## config.mk

```make
export PLATFORM = sky130hd
export DESIGN_NAME = mult_sel_top
export DESIGN_NICKNAME = d
export VERILOG_FILES = /design/src/rtl/mult_sel_pkg.sv /design/src/rtl/mult_sel_prio.sv /design/src/rtl/mult_sel_ring.sv /design/src/rtl/mult_sel_top.sv
export SDC_FILE = /design/constraint.sdc
export NUM_CORES = 1
export LEC_CHECK = 0
export BUFFER_PORTS_ARGS = -buffer_cell sky130_fd_sc_hd__buf_4
export CAP_MARGIN = 20
export CORE_AREA = 2 2 39 41
export DETAILED_ROUTE_END_ITERATION = 6
export DIE_AREA = 0 0 41 43
export PLACE_DENSITY = 0.4
export SETUP_SLACK_MARGIN = 0.4
export SYNTH_ARGS = -nofsm -noshare
export SYNTH_HDL_FRONTEND = slang
export SYNTH_SLANG_ARGS = --single-unit
```

## constraint.sdc

```tcl
create_clock -name clk -period 1.1 [get_ports clk]
set_input_delay 0.055 -clock clk [delete_from_list [all_inputs] [get_ports clk]]
set_output_delay 0.055 -clock clk [all_outputs]
set_load 0.02 [all_outputs]
```

## src/rtl/mult_sel_pkg.sv

```systemverilog
// Package: shared mode encoding and state width for the multiplier selector.
// Assumes: mode_i codes 00 seek, 01 external, 1x manual.
package mult_sel_pkg;
    localparam int unsigned N_STATES = 3;
    typedef enum logic [1:0] {
        MODE_SEEK   = 2'b00,
        MODE_EXT    = 2'b01,
        MODE_MAN    = 2'b10,
        MODE_MAN_B  = 2'b11
    } mode_t;
endpackage

```

## src/rtl/mult_sel_prio.sv

```systemverilog
// Module: picks one external program line, with the lowest bit winning.
// Assumes: bit order is 1, 2, 5. The output is one-hot, or zero when no line is high.
module mult_sel_prio #(
    parameter int unsigned W = 3
) (
    input  logic [W-1:0] req_i,
    output logic [W-1:0] gnt_o,
    output logic         any_o
);
    // Lowest-index-first priority pick
    always_comb begin
        gnt_o = '0;
        for (int i = W - 1; i >= 0; i--) begin
            if (req_i[i]) gnt_o = '0;
            if (req_i[i]) gnt_o[i] = 1'b1;
        end
    end

    // Flag that any request is present
    always_comb any_o = |req_i;

    always_comb begin
        if (any_o) a_prio_onehot_r8: assert ($onehot(gnt_o));
    end
endmodule

```

## src/rtl/mult_sel_ring.sv

```systemverilog
// Module: one-hot down-ring (5->2->1->5) with preset, load and a registered carry.
// Assumes: the caller resolves priority. At most one of preset/step/load acts per edge,
// and preset wins.
module mult_sel_ring #(
    parameter int unsigned W = 3
) (
    input  logic         clk,
    input  logic         rst_n,
    input  logic         preset_i,
    input  logic         step_i,
    input  logic         load_i,
    input  logic [W-1:0] load_val_i,
    output logic [W-1:0] state_o,
    output logic         carry_o
);
    localparam logic [W-1:0] TOP = {1'b1, {(W-1){1'b0}}};

    logic [W-1:0] nxt;
    logic         wrap;

    // Next-state choice: preset, then load, then downward rotate
    always_comb begin
        nxt  = state_o;
        wrap = 1'b0;
        if (preset_i) begin
            nxt = TOP;
        end else if (load_i) begin
            nxt = load_val_i;
        end else if (step_i) begin
            nxt  = {state_o[0], state_o[W-1:1]};
            wrap = state_o[0];
        end
    end

    // State and carry registers
    always_ff @(posedge clk) begin
        if (!rst_n) begin
            state_o <= TOP;
            carry_o <= 1'b0;
        end else begin
            state_o <= nxt;
            carry_o <= wrap;
        end
    end

    p_onehot_r2: assert property (@(posedge clk) disable iff (!rst_n)
        $onehot(state_o));
    p_preset_r3: assert property (@(posedge clk) disable iff (!rst_n)
        preset_i |=> (state_o == TOP) && !carry_o);
    p_step_r4: assert property (@(posedge clk) disable iff (!rst_n)
        (step_i && !preset_i && !load_i) |=> state_o == {$past(state_o[0]), $past(state_o[W-1:1])});
    p_carry_r5: assert property (@(posedge clk) disable iff (!rst_n)
        carry_o |-> ($past(state_o[0]) && state_o == TOP));
endmodule

```

## src/rtl/mult_sel_top.sv

```systemverilog
// Module: sweep multiplier selector. It decodes the mode and drives the ring from
// seek pulses or external program lines, and it blanks the outputs in manual mode.
// Assumes: the inputs are synchronous to clk, and the pulses are one cycle or longer
// (each high edge acts).
module mult_sel_top
    import mult_sel_pkg::*;
#(
    parameter int unsigned W = N_STATES
) (
    input  logic         clk,
    input  logic         rst_n,
    input  logic         seek_start_i,
    input  logic         advance_i,
    input  logic [1:0]   mode_i,
    input  logic [W-1:0] prog_i,
    output logic [W-1:0] mult_o,
    output logic         carry_o
);
    logic         is_seek, is_ext, is_man;
    logic [W-1:0] prog_gnt, ring_state;
    logic         prog_any, ring_carry;

    // Mode decode
    always_comb begin
        is_seek = (mode_i == MODE_SEEK);
        is_ext  = (mode_i == MODE_EXT);
        is_man  = mode_i[1];
    end

    mult_sel_prio #(.W(W)) i_prio (
        .req_i (prog_i),
        .gnt_o (prog_gnt),
        .any_o (prog_any)
    );

    mult_sel_ring #(.W(W)) i_ring (
        .clk        (clk),
        .rst_n      (rst_n),
        .preset_i   (is_seek && seek_start_i),
        .step_i     (is_seek && advance_i),
        .load_i     (is_ext && prog_any),
        .load_val_i (prog_gnt),
        .state_o    (ring_state),
        .carry_o    (ring_carry)
    );

    // Output gating in manual mode
    always_comb begin
        mult_o  = is_man ? '0 : ring_state;
        carry_o = is_man ? 1'b0 : ring_carry;
    end

    p_manual_r9: assert property (@(posedge clk) disable iff (!rst_n)
        is_man |-> (mult_o == '0) && !carry_o);
    p_ext_nocarry_r7: assert property (@(posedge clk) disable iff (!rst_n)
        is_ext |=> !carry_o);
endmodule

```

==> results.toml <==
[logic_synthesis]
synth_seq_cells = 4
synth_area_leaders = "dfxtp_1 29%, and2b_1 8.1%, nor2_1 8.1%, o311ai_2 5.8%, a21bo_2 3.6%"
yosysSeqAreaShare_pct = 28.7
netlist_area_um2 = 279
syn_avg_cell_area_um2 = 8.21
netlist_instances = 34
synth_flop_cell = "dfxtp_1"
synth_edf_count = 0
synth_top_area_share_pct = 28.7
yosys.area.top_type = "dfxtp_1"
syn_nets = 43
synthArstFlopShare_pct = 0
yosysUniqueCellTypes = 22
ys_warn_count = 0

[critical_path]
worstRegToRegCells = 3
critPathBufInv = 1
cp.arrival_ns = 0.85
path_class = "register to primary output"
cp_data_required_time_ns = 1.04
crit_chain = "and2b_1, buf_6"
r2r-start = "i_ring.state_o[2]"
crit_family = "flip-flops"
path_max_fanout = 3
r2r_slack_ns = 0.23
cp_slowest_stage_delay_ns = 0.32
reg2reg_to = "i_ring.state_o[1]"
endpoint_kind = "primary output"
crit_path_start_kind = "register"
crit_slowest_cell = "dfxtp_2"

[power]
leakagePower_nw = 0.225
finalPower_uw = 508
p_per_area_nw_per_um2 = 943
vdd.ir_drop.worst_v = 0.000302

[drt]
dr.pass1.iters = 2
drc = 0
drtIter0Drc = 2
num_vias = 352
vias_per_cell = 5.03
wl_per_cell_um = 13.5
antenna_left = 0
wirelength_um = 945

[timing]
slew_violations = 0
relSlewSlack_pct = 81.8
fin_tns_setup_ns = 0
max_freq_mhz = 1110
worst_pin_slew_ns = 0.270
hold_viol = 0
final.min_clock_period_ns = 0.900
setup_viol = 0
rsz0062_at_grt = "true"
whs_ns = 0.0898
finalCritPeriodShare_pct = 81.9
final.setup_skew_ns = 0.00535

[min_path]
hold_class = "primary input to register"
holdPathStages = 3
hold_end = "i_ring.state_o[2]"
worstHoldStart = "seek_start_i"

[finish]
fillerInstances = 143
drive_gt1_share_pct = 70.4
insertedDiodeCount = 0
nets = 65
areaGrowthSynthToFinish_pct = 93.3
fin_util_pct = 39.0
design_area_um2 = 539

[clock_network]
clk_latency_ns = 0.23
clockBufferDepth = 2
cts-root-buf = "clkbuf_4"
cts_buffers = 3
htree_levels = 1
ctsHoldBuffers = 0
cts_tree = "yes"
clk_pin_slew_worst_paths_ns = 0.04
clock-sinks = 4

[global_routing]
grt_max_degree = 11
track_usage_pct = 13.0
antenna_found_initial = 0
overflow = 0
grt_pass1_vias = 344
grt_pass1_wl_um = 1450

[die]
die-width_um = 41
num_rows = 14
io_pins = 13
core_um2 = 1380
die_area_um2 = 1760
die_y_um = 43
initial_core_util_pct = 20.2

[placement]
place_congestion = 0.725
numPortBuffers = 12
place_area_um2 = 392
dpl.hpwl_um = 604

[job]
max-cap-violations = 0

[status]
status = "finished, final reports clean"
## worst reg2reg max path, cell delays in order, from the launching register on
cell	delay [ns]
dfxtp_2	0.33
buf_4	0.11
o22ai_1	0.08
a221oi_1	0.25
## cell usage after synthesis, drive strengths merged (2+ instances only)
master  instances
and2b           4
dfxtp           4
nand3           2
nor2            6
nor3            2
## flip-flops by register name, indices dropped and copies added, names as in the netlist
name	flops
i_ring.state_o	3
i_ring.carry_o	1
## per-stage QoR
step,setup slack (ns),std cells
after global placement,0.0775,61
after floorplan,0.227,34
final,0.200,70
after CTS,0.200,70
after global routing,0.177,70
after detailed placement,0.0591,61
## worst max-delay path by stage
stage                      start           endpoint  slack (ns)  depth (start not counted)
3_5_place_dp           mode_i[0]  i_ring.state_o[1]        0.06                          4
5_1_grt        i_ring.state_o[2]          mult_o[2]        0.18                          2
2_1_floorplan          mode_i[1]  i_ring.state_o[1]        0.23                          3
4_1_cts        i_ring.state_o[2]          mult_o[2]        0.20                          2
6_report       i_ring.state_o[2]          mult_o[2]        0.20                          2
3_3_place_gp           mode_i[0]  i_ring.state_o[1]        0.08                          4
## report_power, final
part	switching (mW)	leakage (nW)	internal [mW]
Clock	0.0584	0.0138	0.122
Combinational	0.0748	0.177	0.0908
Sequential	0.00609	0.0333	0.156
## per-layer routing
metal  GRT usage (%)  vias up  wire length [µm]
li1                -      168                 -
met1            13.2      174               354
met2            20.0       10               541
met3            4.71        0                49
met4            10.0        0                 0
met5               0        -                 0
## what timing repair did
| item | CTS | global route |
|---|---|---|
| setup endpoints to repair | 7 | 8 |
| buffers inserted | 6 | 0 |
| pin swaps | 4 | 2 |
| resized for setup | 14 | 7 |
## layout make-up
type | instances | area [µm²] | share of cell area [%]
Multi-Input combinational cell | 28 | 248 | 45.9
Timing Repair Buffer | 18 | 161 | 29.9
Sequential cell | 4 | 83.8 | 15.5
Clock buffer | 3 | 22.5 | 4.18
Tap cell | 16 | 20.0 | 3.71
Inverter | 1 | 3.75 | 0.696
## kinds of logic after synthesis
group,after synthesis,share of synthesized area (%)
flops,4,28.7
buf+inv,2,3.14
compound gates,9,27.8
simple gates,19,40.4
## cell usage in the layout (no fill, tap or decap), types with 3 or more instances in the layout
| master | instances |
|---|---|
| and2b_1 | 3 |
| buf_4 | 12 |
| buf_6 | 5 |
| clkbuf_4 | 3 |
| dfxtp_2 | 3 |
| nor2_1 | 4 |
(Power assumes the default switching activity.)
